$ cat config.mk
export PLATFORM = sky130hd
export DESIGN_NAME = uart_tx_core
export DESIGN_NICKNAME = d
export VERILOG_FILES = /design/src/rtl/uart_tx_pkg.sv /design/src/rtl/uart_tx_hold.sv /design/src/rtl/uart_tx_shift.sv /design/src/rtl/uart_tx_core.sv
export SDC_FILE = /design/constraint.sdc
export NUM_CORES = 1
export LEC_CHECK = 0
export BUFFER_PORTS_ARGS = -buffer_cell sky130_fd_sc_hd__buf_2
export CAP_MARGIN = 30
export CORE_MARGIN = 2
export CORE_UTILIZATION = 51
export CTS_CLUSTER_SIZE = 28
export DETAILED_ROUTE_END_ITERATION = 16
export GPL_TIMING_DRIVEN = 1
export HOLD_SLACK_MARGIN = 0.05
export PLACE_DENSITY = 0.84
export SLEW_MARGIN = 20
export SYNTH_ARGS = -nofsm -noshare
export SYNTH_HDL_FRONTEND = slang
export SYNTH_SLANG_ARGS = --single-unit
$ cat constraint.sdc
create_clock -name clk -period 1.8 [get_ports clk]
set_clock_uncertainty 0.05 [all_clocks]
set_input_delay 0.36 -clock clk [delete_from_list [all_inputs] [get_ports clk]]
set_output_delay 0.36 -clock clk [all_outputs]
set_load 0.005 [all_outputs]
$ cat src/rtl/uart_tx_pkg.sv
package uart_tx_pkg;

    localparam int TX_DATA_W = 8;
    localparam int MODE_W    = 3;

    localparam logic [MODE_W-1:0] PM_NONE  = 3'd0;
    localparam logic [MODE_W-1:0] PM_ODD   = 3'd1;
    localparam logic [MODE_W-1:0] PM_EVEN  = 3'd2;
    localparam logic [MODE_W-1:0] PM_SPACE = 3'd3;
    localparam logic [MODE_W-1:0] PM_MARK  = 3'd4;

    typedef enum logic [1:0] {
        SH_IDLE  = 2'd0,
        SH_ARMED = 2'd1,
        SH_SEND  = 2'd2
    } shift_state_e;

    // True when the mode inserts a parity slot into the frame.
    function automatic logic mode_has_parity(input logic [MODE_W-1:0] m);
        return (m == PM_ODD) || (m == PM_EVEN) || (m == PM_SPACE) || (m == PM_MARK);
    endfunction

    // ones_odd: xor-reduction of the data bits.
    function automatic logic mode_parity_bit(input logic [MODE_W-1:0] m,
                                             input logic ones_odd);
        logic b;
        case (m)
            PM_ODD:  b = ~ones_odd;
            PM_EVEN: b = ones_odd;
            PM_MARK: b = 1'b1;
            default: b = 1'b0;
        endcase
        return b;
    endfunction

endpackage

$ cat src/rtl/uart_tx_hold.sv
module uart_tx_hold
    import uart_tx_pkg::*;
#(
    parameter int DATA_W = TX_DATA_W
) (
    input  logic              clk,
    input  logic              rst,
    input  logic              in_valid,
    input  logic [DATA_W-1:0] in_data,
    input  logic [MODE_W-1:0] in_mode,
    input  logic              take,
    output logic              in_ready,
    output logic              hold_full,
    output logic [DATA_W-1:0] hold_data,
    output logic [MODE_W-1:0] hold_mode
);

    logic accept;

    assign in_ready = ~hold_full;
    assign accept   = in_valid & in_ready;

    always_ff @(posedge clk) begin
        if (rst) begin
            hold_full <= 1'b0;
            hold_data <= '0;
            hold_mode <= PM_NONE;
        end else begin
            if (accept) begin
                hold_full <= 1'b1;
                hold_data <= in_data;
                hold_mode <= in_mode;
            end else if (take) begin
                hold_full <= 1'b0;
            end
        end
    end

    // an accepted byte occupies the holding register on the next cycle
    p_accept_fills_r10: assert property (@(posedge clk) disable iff (rst)
        accept |=> (hold_full && !in_ready));

    // the shifter never takes from an empty holding register
    p_take_full_r9: assert property (@(posedge clk) disable iff (rst)
        take |-> hold_full);

    // held byte and mode stay put until handed over
    p_hold_stable_r11: assert property (@(posedge clk) disable iff (rst)
        (hold_full && !take) |=> ($stable(hold_data) && $stable(hold_mode)));

endmodule

$ cat src/rtl/uart_tx_shift.sv
module uart_tx_shift
    import uart_tx_pkg::*;
#(
    parameter int DATA_W = TX_DATA_W
) (
    input  logic              clk,
    input  logic              rst,
    input  logic              baud_tick,
    input  logic              load,
    input  logic [DATA_W-1:0] load_data,
    input  logic [MODE_W-1:0] load_mode,
    output logic              idle,
    output logic              txd
);

    localparam int FRAME_W = DATA_W + 3;
    localparam int CNT_W   = $clog2(FRAME_W + 1);

    shift_state_e       state_q;
    logic [FRAME_W-1:0] frame_q;
    logic [FRAME_W-1:0] frame_d;
    logic [CNT_W-1:0]   left_q;
    logic [CNT_W-1:0]   left_d;
    logic               txd_q;
    logic               with_par;
    logic               par_bit;

    always_comb begin
        with_par = mode_has_parity(load_mode);
        par_bit  = mode_parity_bit(load_mode, ^load_data);
        if (with_par) begin
            frame_d = {1'b1, par_bit, load_data, 1'b0};
            left_d  = CNT_W'(FRAME_W - 1);
        end else begin
            frame_d = {2'b11, load_data, 1'b0};
            left_d  = CNT_W'(FRAME_W - 2);
        end
    end

    always_ff @(posedge clk) begin
        if (rst) begin
            state_q <= SH_IDLE;
            frame_q <= '1;
            left_q  <= '0;
            txd_q   <= 1'b1;
        end else begin
            case (state_q)
                SH_IDLE: begin
                    if (load) begin
                        frame_q <= frame_d;
                        left_q  <= left_d;
                        state_q <= SH_ARMED;
                    end
                end
                SH_ARMED: begin
                    if (baud_tick) begin
                        txd_q   <= frame_q[0];
                        frame_q <= {1'b1, frame_q[FRAME_W-1:1]};
                        state_q <= SH_SEND;
                    end
                end
                SH_SEND: begin
                    if (baud_tick) begin
                        if (left_q == '0) begin
                            txd_q   <= 1'b1;
                            state_q <= SH_IDLE;
                        end else begin
                            txd_q   <= frame_q[0];
                            frame_q <= {1'b1, frame_q[FRAME_W-1:1]};
                            left_q  <= left_q - CNT_W'(1);
                        end
                    end
                end
                default: state_q <= SH_IDLE;
            endcase
        end
    end

    assign idle = (state_q == SH_IDLE);
    assign txd  = txd_q;

    // the line is at mark whenever no frame is under way
    p_idle_mark_r1: assert property (@(posedge clk) disable iff (rst)
        (state_q == SH_IDLE) |-> txd_q);

    // the first tick after arming drives the start bit low
    p_start_low_r2: assert property (@(posedge clk) disable iff (rst)
        (state_q == SH_ARMED && baud_tick) |=> !txd_q);

    // the line only moves on a tick
    p_bit_hold_r2: assert property (@(posedge clk) disable iff (rst)
        !baud_tick |=> $stable(txd_q));

    // the final slot of every frame is high
    p_stop_high_r8: assert property (@(posedge clk) disable iff (rst)
        (state_q == SH_SEND && left_q == '0) |-> txd_q);

    // a new byte is only loaded between frames
    p_load_idle_r10: assert property (@(posedge clk) disable iff (rst)
        load |-> (state_q == SH_IDLE));

endmodule

$ cat src/rtl/uart_tx_core.sv
module uart_tx_core
    import uart_tx_pkg::*;
#(
    parameter int DATA_W = TX_DATA_W
) (
    input  logic              clk,
    input  logic              rst,
    input  logic              baud_tick,
    input  logic              in_valid,
    output logic              in_ready,
    input  logic [DATA_W-1:0] in_data,
    input  logic [MODE_W-1:0] in_mode,
    output logic              txd,
    output logic              empty_irq
);

    logic              hold_full;
    logic [DATA_W-1:0] hold_data;
    logic [MODE_W-1:0] hold_mode;
    logic              sh_idle;
    logic              handoff;
    logic              irq_q;

    assign handoff = hold_full & sh_idle;

    uart_tx_hold #(.DATA_W(DATA_W)) u_hold (
        .clk       (clk),
        .rst       (rst),
        .in_valid  (in_valid),
        .in_data   (in_data),
        .in_mode   (in_mode),
        .take      (handoff),
        .in_ready  (in_ready),
        .hold_full (hold_full),
        .hold_data (hold_data),
        .hold_mode (hold_mode)
    );

    uart_tx_shift #(.DATA_W(DATA_W)) u_shift (
        .clk       (clk),
        .rst       (rst),
        .baud_tick (baud_tick),
        .load      (handoff),
        .load_data (hold_data),
        .load_mode (hold_mode),
        .idle      (sh_idle),
        .txd       (txd)
    );

    always_ff @(posedge clk) begin
        if (rst) irq_q <= 1'b0;
        else     irq_q <= handoff;
    end

    assign empty_irq = irq_q;

    // the interrupt is a single-cycle pulse
    p_irq_pulse_r9: assert property (@(posedge clk) disable iff (rst)
        empty_irq |=> !empty_irq);

    // when the interrupt fires the holding register is free
    p_irq_ready_r9: assert property (@(posedge clk) disable iff (rst)
        empty_irq |-> in_ready);

endmodule

==> results of run 1 <==
## layer usage
metal	routed length [um]	global-route usage	vias to the layer above
met4	147	0.07309	0
met3	274	0.06250	15
met2	1877	0.3490	65
met5	0	0	-
li1	-	-	612
met1	1403	0.2649	613
## layout make-up
cell class / count / share of cell area
Inverter: 8 / 0.01771
Multi-Input combinational cell: 122 / 0.4905
Clock inverter: 2 / 0.03270
Clock buffer: 6 / 0.02793
Tap cell: 31 / 0.02112
Timing Repair Buffer: 23 / 0.07766
Sequential cell: 30 / 0.3324
## through the flow
step	power (mW)	utilization	cells	cell area, sq um
after floorplan	1.700	-	166	1475
after global placement	1.764	0.5672	208	1564
after detailed placement	1.822	0.5672	208	1564
after CTS	2.676	0.6338	219	1748
after global routing	3.009	0.6661	222	1837
final	2.882	0.6661	222	1837
## what timing repair did
item / 4_1_cts / 5_1_grt
setup endpoints to repair: 11 / 15
hold buffers: 0 / 0
pin swaps: 2 / 8
resized for setup: 14 / 14
buffers inserted: 0 / 3
gates cloned: 3 / 0
## cell families (layout without fill, tap and decap cells)
family,after synthesis,in the layout
AND/OR/NAND/NOR,57,60
adder cells (fa/ha/maj),7,7
flip-flops,30,30
AO/OA/AOI/OAI,31,31
buffers and inverters,17,39
multiplexers,14,14
XOR/XNOR,10,10
## registers in the layout, summed over array words and instances, names as in the netlist
name and cells:
u_shift.frame_q 10, u_hold.hold_data 8, u_shift.left_q 4, u_hold.hold_mode 3, u_shift.state_q 2, empty_irq 1
u_hold.hold_full 1, u_shift.txd 1
## path summary, 6_finish.rpt
path                 startpoint             endpoint  slack, ns  depth (start not counted)
max          u_shift.state_q[0]   u_shift.frame_q[9]      -0.02                          7
min reg2reg  u_shift.frame_q[6]   u_shift.frame_q[6]       0.43                          1
min                  in_data[0]  u_hold.hold_data[0]       0.20                          3
max reg2reg  u_shift.state_q[0]   u_shift.frame_q[9]      -0.02                          7
## worst max-delay path: stages (launching register included)
cell     delay [ns]
dfxtp_4        0.36
buf_12         0.12
ha_4           0.17
nor2_4         0.12
o22ai_4        0.11
or3_4          0.44
nor2_1         0.18
a32oi_1        0.15
## power breakdown
part           total [mW]  switching, mW  internal, mW
logic                1.23          0.638         0.596
registers           0.935          0.115         0.820
clock network       0.714          0.243         0.470
total                2.88          0.996          1.89
## placed cells by master (no fill, tap or decap), types with 3 or more instances in the layout
cell type / instances
buf_4: 5
xnor2_1: 8
nand2_1: 26
clkbuf_4: 5
ha_4: 3
a211o_1: 9
or3_4: 4
ha_1: 3
a21oi_1: 13
buf_2: 17
nor2_1: 21
mux2i_1: 11
inv_2: 5
dfxtp_1: 26
==> summary.md, run 1 <==
| Metric | Value |
|---|---|
| Die Height | `57.72 um` |
| Core area | `2758 sq um` |
| First-pass iteration count of the detailed router | `4` |
| Syn Area/Cell | `8.864 sq um` |
| Cells after Synth | `166` |
| Chip Width | `57.72 um` |
| Yosys reg bits | `30` |
| Post-synthesis adder-cell area fraction | `0.05952` |
| H-tree Lvls | `2` |
| DR iter-0 viols | `60` |
| FILL cells | `195` |
| Final setup TNS | `-0.02063 ns` |
| Top-count cell post-synth | `dfxtp_1` |
| Power density cells | `1569 nW/um^2` |
| Setup Viol. Count Final | `1` |
| Biggest area consumer among synthesized cells | `dfxtp_1` |
| Ranking of synthesized cells by area | `dfxtp_1 (41%), mux2i_1 (7.5%), nand2_1 (6.6%)` |
| Leak | `0.7459 nW` |
| Largest net degree at the start of global routing | `32` |
| Share of layout cells above drive strength 1 | `0.3141` |
| Max Slew Vio Count | `0` |
| CTS tree | `built` |
| Post-synthesis sequential area ratio | `0.4082` |
| Slew HR | `0.6279` |
| YS warnings | `0` |
| Worst skew pair latency | `0.34 ns` |
| DR WL/cell | `16.68 um` |
| Total congestion overflow | `0` |
| Post-place setup slack | `-0.06629 ns` |
| Final worst-path setup slack | `-0.02063 ns` |
| Worst slew pin tran | `0.5582 ns` |
| Crit path arrival time | `1.99 ns` |
| Crit Path Class | `flop to flop` |
| Most frequent cells after synthesis | `dfxtp_1 (30), nand2_1 (26), nor2_1 (22)` |
| Clock transition at path regs | `0.10 ns` |
| CTS sink cnt | `30` |
| Vias per inst | `5.878` |
| IO Port Bufs | `17` |
| Final Hold Viols | `0` |
| Number of flops mapped to enable cells by yosys | `0` |
| Clk buf depth | `2` |
| Site row count | `19` |
| Root Buffer | `clkbuf_4` |
| Failing checks | `setup timing` |
| Hold Slack | `0.1998 ns` |
| HPWL after detailed placement | `1975 um` |
| Post-synth top area share | `0.4082` |
| Run status | `finished with violations` |
| Post-Synth XOR/XNOR Area | `0.05952` |
| Hold/Removal Path Class | `input port to flop` |
| Max-cap viol count | `0` |
| Critical Path Fanout Max | `5` |
| Final worst path period share | `1.011` |
| Fraction of registers with async set/reset | `0` |
| Tot GR Track Use | `0.2118` |
| Multi-input logic area | `900.9 sq um` |
| Main synth FF type | `dfxtp_1` |
| Detailed Route WL | `3702 um` |
| Simple-gate share of the synthesized area | `0.1709` |
| Critical path endpoint category | `flop` |
| Register area | `610.6 sq um` |
| Synth Area in Compound Gates | `0.1420` |
| ANT nets after route | `0` |
| CTS buffer count | `5` |
| Via count | `1305` |
| RSZ-0062 raised after global routing | `yes` |
| Initial antenna violation count | `0` |
| GP Congestion | `0.7602` |
| Inserted Diodes | `0` |
| Main combinational cell family by area after synthesis | `simple AND/OR/NAND/NOR gates` |
| Final nets | `212` |
| Vias in the first global route | `1168` |
| Post-route DRC | `0` |
| Crit path launch type | `flop` |
| Fmax | `0.5493 GHz` |
| Area Growth Syn to Fin | `24.83%` |
| Netlist cell types | `29` |
| First-pass GRT wire length | `5409 um` |
| Max VDD drop | `1.130 mV` |
| Starting Density | `0.5336` |
| WP data required | `1.97 ns` |
| Syn nets | `188` |
| Post-synthesis mux area share | `0.1003` |
| # IOs | `18` |
| Die area | `3331 sq um` |
| Min cycle time layout | `1.821 ns` |
| Netlist area before placement | `1471 sq um` |
Note: power is estimated with default switching activity, not from simulation.
==> run 2: changes to the inputs <==
--- a/config.mk
+++ b/config.mk
@@ -8,12 +8,13 @@
 export BUFFER_PORTS_ARGS = -buffer_cell sky130_fd_sc_hd__buf_2
 export CAP_MARGIN = 30
 export CORE_MARGIN = 2
-export CORE_UTILIZATION = 51
+export CORE_UTILIZATION = 53
+export CTS_BUF_LIST = sky130_fd_sc_hd__clkbuf_2 sky130_fd_sc_hd__clkbuf_4 sky130_fd_sc_hd__clkbuf_8
 export CTS_CLUSTER_SIZE = 28
 export DETAILED_ROUTE_END_ITERATION = 16
 export GPL_TIMING_DRIVEN = 1
 export HOLD_SLACK_MARGIN = 0.05
-export PLACE_DENSITY = 0.84
+export PLACE_DENSITY = 0.87
 export SLEW_MARGIN = 20
 export SYNTH_ARGS = -nofsm -noshare
 export SYNTH_HDL_FRONTEND = slang
==> summary.md, run 2 (synthesis results as in run 1) <==
| Metric | Value |
|---|---|
| Final worst-path setup slack | `-0.04539 ns (-0.02476 ns)` |
| Post-route DRC | `0 (unchanged)` |
| Highest-count cells in the layout ignoring fill and taps | `nand2_1 (26), dfxtp_1 (26), nor2_1 (21)` |
| Failing checks | `setup timing` |
| Psw | `961.3 uW (-3.5%)` |
| WP data required | `1.96 ns (about the same)` |
| CP endpoint | `u_shift.left_q[0]` |
| HPWL after detailed placement | `2120 um (+7.4%)` |
| Post-place setup slack | `-0.07437 ns (-0.008076 ns)` |
| Chip Width | `56.69 um (-1.8%)` |
| Gate power share | `0.464 (+0.036)` |
| Final instance area | `1773 sq um (-3.5%)` |
| Leak | `0.7238 nW (-3.0%)` |
| # IOs | `18 (unchanged)` |
| R2r setup slk | `-0.05 ns (-0.02 ns)` |
| Reg with most FFs | `u_shift.frame_q` |
| Tot GR Track Use | `0.2145 (+0.002683)` |
| RR Endpoint | `u_shift.left_q[0]` |
| Detailed Route WL | `3501 um (-5.4%)` |
| Core area | `2686 sq um (-2.6%)` |
| Crit Path Class | `flop to flop` |
| Slew HR | `0.6470 (+0.01917)` |
| Hold Slack | `0.2046 ns (+0.004771 ns)` |
| CTS buffer count | `5 (unchanged)` |
| CTS tree | `built` |
| RSZ-0062 raised after global routing | `yes` |
| DR iter-0 viols | `58 (-3.3%)` |
| Slowest cell on the critical path | `mux2_2` |
| Die Height | `56.69 um (-1.8%)` |
| H-tree Lvls | `2 (unchanged)` |
| Internal power | `1.611 mW (-15%)` |
| Hold/Removal Path Class | `input port to flop` |
| Clk buf depth | `2 (unchanged)` |
| First-pass GRT wire length | `5313 um (-1.8%)` |
| Largest net degree at the start of global routing | `32 (unchanged)` |
| Worst R2R Path Depth | `5 (-2)` |
| Critical-path cell list | `inv_1 > ha_2 > mux2_2 > nor2b_2 > a221oi_1` |
| Initial antenna violation count | `0 (unchanged)` |
| Site row count | `19 (unchanged)` |
| Starting Density | `0.5477 (+0.01417)` |
| Max-cap viol count | `0 (unchanged)` |
| Crit path arrival time | `2.01 ns (+0.02 ns)` |
| Share of layout cells above drive strength 1 | `0.3073 (-0.006844)` |
| Max Slew Vio Count | `0 (unchanged)` |
| Sw Share | `0.3738 (+0.02811)` |
| Reg power frac | `0.367 (+0.043)` |
| Setup Viol. Count Final | `2 (+1)` |
| Crit path launch type | `flop` |
| Final nets | `213 (+0.47%)` |
| Top flop regs | `u_shift.frame_q (10), u_hold.hold_data (8), u_shift.left_q (4)` |
| Final Hold Viols | `0 (unchanged)` |
| ANT nets after route | `0 (unchanged)` |
| FILL cells | `197 (+1.0%)` |
| Worst skew pair latency | `0.34 ns (about the same)` |
| Total congestion overflow | `0 (unchanged)` |
| First-pass iteration count of the detailed router | `5 (+1)` |
| Area Growth Syn to Fin | `20.49%` |
| Placed cell area | `1564 sq um (unchanged)` |
| Max VDD drop | `0.9806 mV (-13%)` |
| Worst R2R Start | `u_shift.state_q[1]` |
| CTS sink cnt | `30 (unchanged)` |
| Inserted Diodes | `0 (unchanged)` |
| Clock transition at path regs | `0.09 ns (about the same)` |
| Via count | `1300 (-0.38%)` |
| Fmax | `0.5419 GHz (-1.3%)` |
| Min cycle time layout | `1.845 ns (+0.02476 ns)` |
| Critical Path Fanout Max | `4 (-1)` |
| Run status | `finished with violations` |
| Tot Pwr | `2.572 mW (-11%)` |
| Final setup TNS | `-0.05255 ns (-0.03192 ns)` |
| Worst slew pin tran | `0.5294 ns (-0.02875 ns)` |
| Critical path's largest stage delay | `0.38 ns (-0.06 ns)` |
| DR WL/cell | `15.70 um (-5.9%)` |
| GP Congestion | `0.7510 (-1.2%)` |
| CP startpoint | `u_shift.state_q[1]` |
| Power density cells | `1451 nW/um^2 (-7.6%)` |
| Clock Power Share | `0.169 (-0.079)` |
| Critical path endpoint category | `flop` |
| Root Buffer | `clkbuf_4` |
| Vias in the first global route | `1244 (+6.5%)` |
| IO Port Bufs | `17 (unchanged)` |
| Die area | `3214 sq um (-3.5%)` |
| Vias per inst | `5.830 (-0.83%)` |
| Final worst path period share | `1.025 (+0.01376)` |
| Max reg flops | `10 (unchanged)` |
-- run 2: what timing repair did --
action,CTS,global route
resized for setup,13,11
hold buffers,0,0
setup endpoints to repair,12,15
pin swaps,2,14
buffers inserted,0,4
cloned,3,0
-- run 2: how the worst min path moves through the flow --
stage / start / depth (start not counted) / end / slack (ns)
5_1_grt: in_data[5] / 3 / u_hold.hold_data[5] / 0.21
2_1_floorplan: u_shift.frame_q[2] / 1 / u_shift.frame_q[2] / 0.39
6_report: in_data[5] / 3 / u_hold.hold_data[5] / 0.20
4_1_cts: in_data[2] / 3 / u_hold.hold_data[2] / 0.19
3_5_place_dp: u_shift.frame_q[7] / 1 / u_shift.frame_q[7] / 0.40
3_3_place_gp: u_shift.frame_q[6] / 1 / u_shift.frame_q[6] / 0.39
-- run 2: per-stage QoR --
step	util	std cells
finish	0.6600	223
global route	0.6600	223
CTS	0.6316	219
detailed placement	0.5822	208
global placement	0.5822	208
floorplan	-	166
-- run 2: power groups by stage --
stage                     logic, mW  clock network [mW]  registers (mW)
after detailed placement      0.905                   0           0.930
after floorplan               0.799                   0           0.902
after global routing           1.29               0.464           0.954
after CTS                      1.04               0.433           0.925
after global placement        0.843                   0           0.918
final                          1.19               0.434           0.945
-- run 2: layout make-up --
cell class                 count  area [sq um]  area share
multi-input combinational    122         892.1      0.5032
tap                           31         38.79     0.02188
timing repair buffer          24         137.6     0.07763
sequential                    30         610.6      0.3444
clock inverter                 1         5.005    0.002823
clock buffer                   7         58.81     0.03317
inverter                       8         30.03     0.01694
-- run 2: routing by layer --
metal,global-route usage,part of all wire
met5,0,0
met4,0.09184,0.030
met3,0.08525,0.058
met2,0.3588,0.49
met1,0.2393,0.42
-- run 2: worst max-delay path, delay by kind of cell, from the launching register on --
| family | cells | cell delay (ns) |
|---|---|---|
| buf+inv | 1 | 0.14 |
| fa+ha+maj | 1 | 0.25 |
| mux | 1 | 0.38 |
| flops | 1 | 0.36 |
| simple gates | 1 | 0.19 |
| compound gates | 1 | 0.36 |
==> run 3: changes to the inputs <==
--- a/config.mk
+++ b/config.mk
@@ -8,14 +8,15 @@
 export BUFFER_PORTS_ARGS = -buffer_cell sky130_fd_sc_hd__buf_2
 export CAP_MARGIN = 30
 export CORE_MARGIN = 2
-export CORE_UTILIZATION = 53
+export CORE_UTILIZATION = 54
 export CTS_BUF_LIST = sky130_fd_sc_hd__clkbuf_2 sky130_fd_sc_hd__clkbuf_4 sky130_fd_sc_hd__clkbuf_8
 export CTS_CLUSTER_SIZE = 28
 export DETAILED_ROUTE_END_ITERATION = 16
 export GPL_TIMING_DRIVEN = 1
 export HOLD_SLACK_MARGIN = 0.05
-export PLACE_DENSITY = 0.87
+export PLACE_DENSITY = 0.88
 export SLEW_MARGIN = 20
 export SYNTH_ARGS = -nofsm -noshare
 export SYNTH_HDL_FRONTEND = slang
+export SYNTH_HIERARCHICAL = 1
 export SYNTH_SLANG_ARGS = --single-unit
==> summary.md, run 3 <==
| Metric | Value |
|---|---|
| Starting Density | `0.5712 (+0.02349)` |
| Max-cap viol count | `0 (unchanged)` |
| DR WL/cell | `14.93 um (-4.9%)` |
| Root Buffer | `clkbuf_4` |
| Crit Path Class | `flop to flop` |
| RR Endpoint | `u_shift/frame_q[0]` |
| Tot GR Track Use | `0.2138 (-0.0006725)` |
| Placed insts | `212 (+1.9%)` |
| Placed cell area | `1690 sq um (+8.1%)` |
| Cells after Synth | `169 (+1.8%)` |
| Core area | `2758 sq um (+2.7%)` |
| Via count | `1233 (-5.2%)` |
| Post-route DRC | `0 (unchanged)` |
| CTS tree | `built` |
| CP endpoint | `u_shift/frame_q[0]` |
| Worst skew pair latency | `0.33 ns (about the same)` |
| Critical Path Fanout Max | `20 (+16)` |
| Netlist cell types | `36 (+24%)` |
| Netlist area before placement | `1575 sq um (+7.1%)` |
| ANT nets after route | `0 (unchanged)` |
| Area Growth Syn to Fin | `16.04%` |
| Highest-count cells in the layout ignoring fill and taps | `dfxtp_1 (28), nor2_1 (18), buf_2 (17)` |
| Post-synthesis sequential area ratio | `0.3813 (-0.02691)` |
| Slew HR | `0.6021 (-0.04490)` |
| Most common cell after layout, fill and taps aside | `dfxtp_1` |
| Max Slew Vio Count | `0 (unchanged)` |
| Final Hold Viols | `0 (unchanged)` |
| Syn Area/Cell | `9.321 sq um (+5.2%)` |
| Min cycle time layout | `1.768 ns (-0.07696 ns)` |
| Worst R2R Path Depth | `7 (+2)` |
| # IOs | `18 (unchanged)` |
| Leak | `0.7325 nW (+1.2%)` |
| Min-delay src | `in_mode[1]` |
| Die Height | `58.01 um (+2.3%)` |
| Reg with most FFs | `u_shift/frame_q` |
| CP startpoint | `u_shift/left_q[0]` |
| CTS sink cnt | `30 (unchanged)` |
| Fmax | `0.5655 GHz (+4.4%)` |
| Syn nets | `190 (+1.1%)` |
| First-pass iteration count of the detailed router | `4 (-1)` |
| Vias in the first global route | `1231 (-1.0%)` |
| Hold Slack | `0.2531 ns (+0.04845 ns)` |
| Worst slew pin tran | `0.5968 ns (+0.06735 ns)` |
| Biggest area consumer among synthesized cells | `dfxtp_1` |
| Fin cells | `224 (+0.45%)` |
| Detailed Route WL | `3345 um (-4.5%)` |
| YS warnings | `6 (+6)` |
| FILL cells | `214 (+8.6%)` |
| Worst R2R Start | `u_shift/left_q[0]` |
| Main synth FF type | `dfxtp_1` |
| GP Congestion | `0.8684 (+16%)` |
| Share of layout cells above drive strength 1 | `0.2539 (-0.05341)` |
| CTS buffer count | `5 (unchanged)` |
| DR iter-0 viols | `60 (+3.4%)` |
| Fraction of registers with async set/reset | `0 (unchanged)` |
| Largest net degree at the start of global routing | `43 (+34%)` |
| HPWL after detailed placement | `2250 um (+6.1%)` |
| Final instance area | `1828 sq um (+3.1%)` |
| Top flop regs | `u_shift/frame_q (10), u_hold/hold_data (8), u_shift/left_q (4)` |
| Clock transition at path regs | `0.10 ns (about the same)` |
| Setup Viol. Count Final | `0 (-2)` |
| Final worst path period share | `0.9825 (-0.04275)` |
| IO Port Bufs | `17 (unchanged)` |
| Initial antenna violation count | `0 (unchanged)` |
| Max reg flops | `10 (unchanged)` |
| Hold/Removal Path Class | `input port to flop` |
| Post-synth top area share | `0.3813 (-0.02691)` |
| H-tree Lvls | `2 (unchanged)` |
| Ranking of synthesized cells by area | `dfxtp_1 (38%), nand4bb_1 (7.9%), mux2i_1 (5.7%)` |
| Die area | `3365 sq um (+4.7%)` |
| Site row count | `19 (unchanged)` |
| First-pass GRT wire length | `5388 um (+1.4%)` |
| Most frequent cells after synthesis | `dfxtp_1 (30), nor2_1 (18), nand2b_1 (12)` |
| Yosys reg bits | `30 (unchanged)` |
| Run status | `finished, final reports clean` |
| Total congestion overflow | `0 (unchanged)` |
| Chip Width | `58.01 um (+2.3%)` |
| Vias per inst | `5.504 (-5.6%)` |
| Critical path endpoint category | `flop` |
| Number of flops mapped to enable cells by yosys | `0 (unchanged)` |
| Max VDD drop | `0.9549 mV (-2.6%)` |
| Power density cells | `1116 nW/um^2 (-23%)` |
| R2r setup slk | `0.03 ns (+0.08 ns)` |
| Top-count cell post-synth | `dfxtp_1` |
| Clk buf depth | `2 (unchanged)` |
| Crit path launch type | `flop` |
| WP data required | `1.96 ns (about the same)` |
| Final nets | `213 (unchanged)` |
| Crit path arrival time | `1.93 ns (-0.08 ns)` |
| Inserted Diodes | `0 (unchanged)` |
run 3: cell count changes in the layout (fill, tap and decap cells not counted), moves of 4 or more:
cell	delta
a21oi_1	-10
inv_2	-4
nand2_1	-23
nand2b_1	+10
nand3_1	+4
nand4bb_1	+11
o21ai_1	+11
run 3: worst min-delay path by stage:
| stage | to | slack (ns) | cells past startpoint |
|---|---|---|---|
| 6_report | u_hold/hold_mode[1] | 0.25 | 3 |
| 2_1_floorplan | u_shift/frame_q[2] | 0.39 | 1 |
| 3_3_place_gp | u_shift/txd | 0.39 | 1 |
| 5_1_grt | u_hold/hold_data[4] | 0.24 | 3 |
| 3_5_place_dp | u_shift/frame_q[3] | 0.40 | 1 |
| 4_1_cts | u_hold/hold_data[1] | 0.24 | 3 |
run 3: report_power, final:
group | total, mW | switching (mW) | internal [mW]
registers | 0.867 | 0.0834 | 0.783
clock network | 0.432 | 0.228 | 0.204
logic | 0.740 | 0.359 | 0.382
total | 2.04 | 0.670 | 1.37
run 3: routing by layer:
| layer | up-vias | track usage | part of all wire | routed length (um) |
|---|---|---|---|---|
| li1 | 632 | - | - | - |
| met1 | 564 | 0.2437 | 0.43 | 1433 |
| met2 | 27 | 0.3636 | 0.51 | 1705 |
| met3 | 10 | 0.06920 | 0.036 | 121 |
| met4 | 0 | 0.09635 | 0.026 | 86 |
| met5 | - | 0 | 0 | 0 |
run 3: area by class of cell:
type	instances	area, sq um	area share
Clock buffer	7	58.81	0.03217
Sequential cell	30	603.1	0.3299
Multi-Input combinational cell	121	923.4	0.5051
Tap cell	31	38.79	0.02122
Inverter	7	26.28	0.01437
Clock inverter	1	5.005	0.002738
Timing Repair Buffer	27	172.7	0.09446
run 3: what timing repair did:
| item | in CTS | in global routing |
|---|---|---|
| endpoints found under the setup margin | 1 | 13 |
| hold buffers | 0 | 0 |
| pin swaps | 0 | 3 |
| setup buffers | 1 | 3 |
| gates resized for setup | 1 | 10 |
run 3: kinds of logic (layout without fill, tap and decap cells):
kind of cell	Yosys count	count (layout)	synth area share
fa+ha+maj	6	6	0.04766
compound gates	33	33	0.1438
mux	10	10	0.06434
buf+inv	18	42	0.05878
xor+xnor	10	10	0.05560
flops	30	30	0.3813
simple gates	62	62	0.2486
run 3: critical path, cell delays in order, from the launching register on:
cell,delay [ns]
dfxtp_2,0.36
inv_1,0.07
ha_1,0.19
nor3b_4,0.16
o21ai_2,0.24
nand3_2,0.13
buf_12,0.17
a211o_1,0.29
run 3: stage by stage:
stage / worst slack, ns / setup TNS [ns] / power [mW] / utilization
detailed placement: -0.01821 / -0.01821 / 1.516 / 0.6130
finish: 0.03157 / 0 / 2.039 / 0.6629
CTS: 0.0009404 / 0 / 1.967 / 0.6397
global route: -0.05675 / -0.3841 / 2.155 / 0.6629
global placement: 0.05326 / 0 / 1.465 / 0.6130
floorplan: 0.03135 / 0 / 1.342 / -
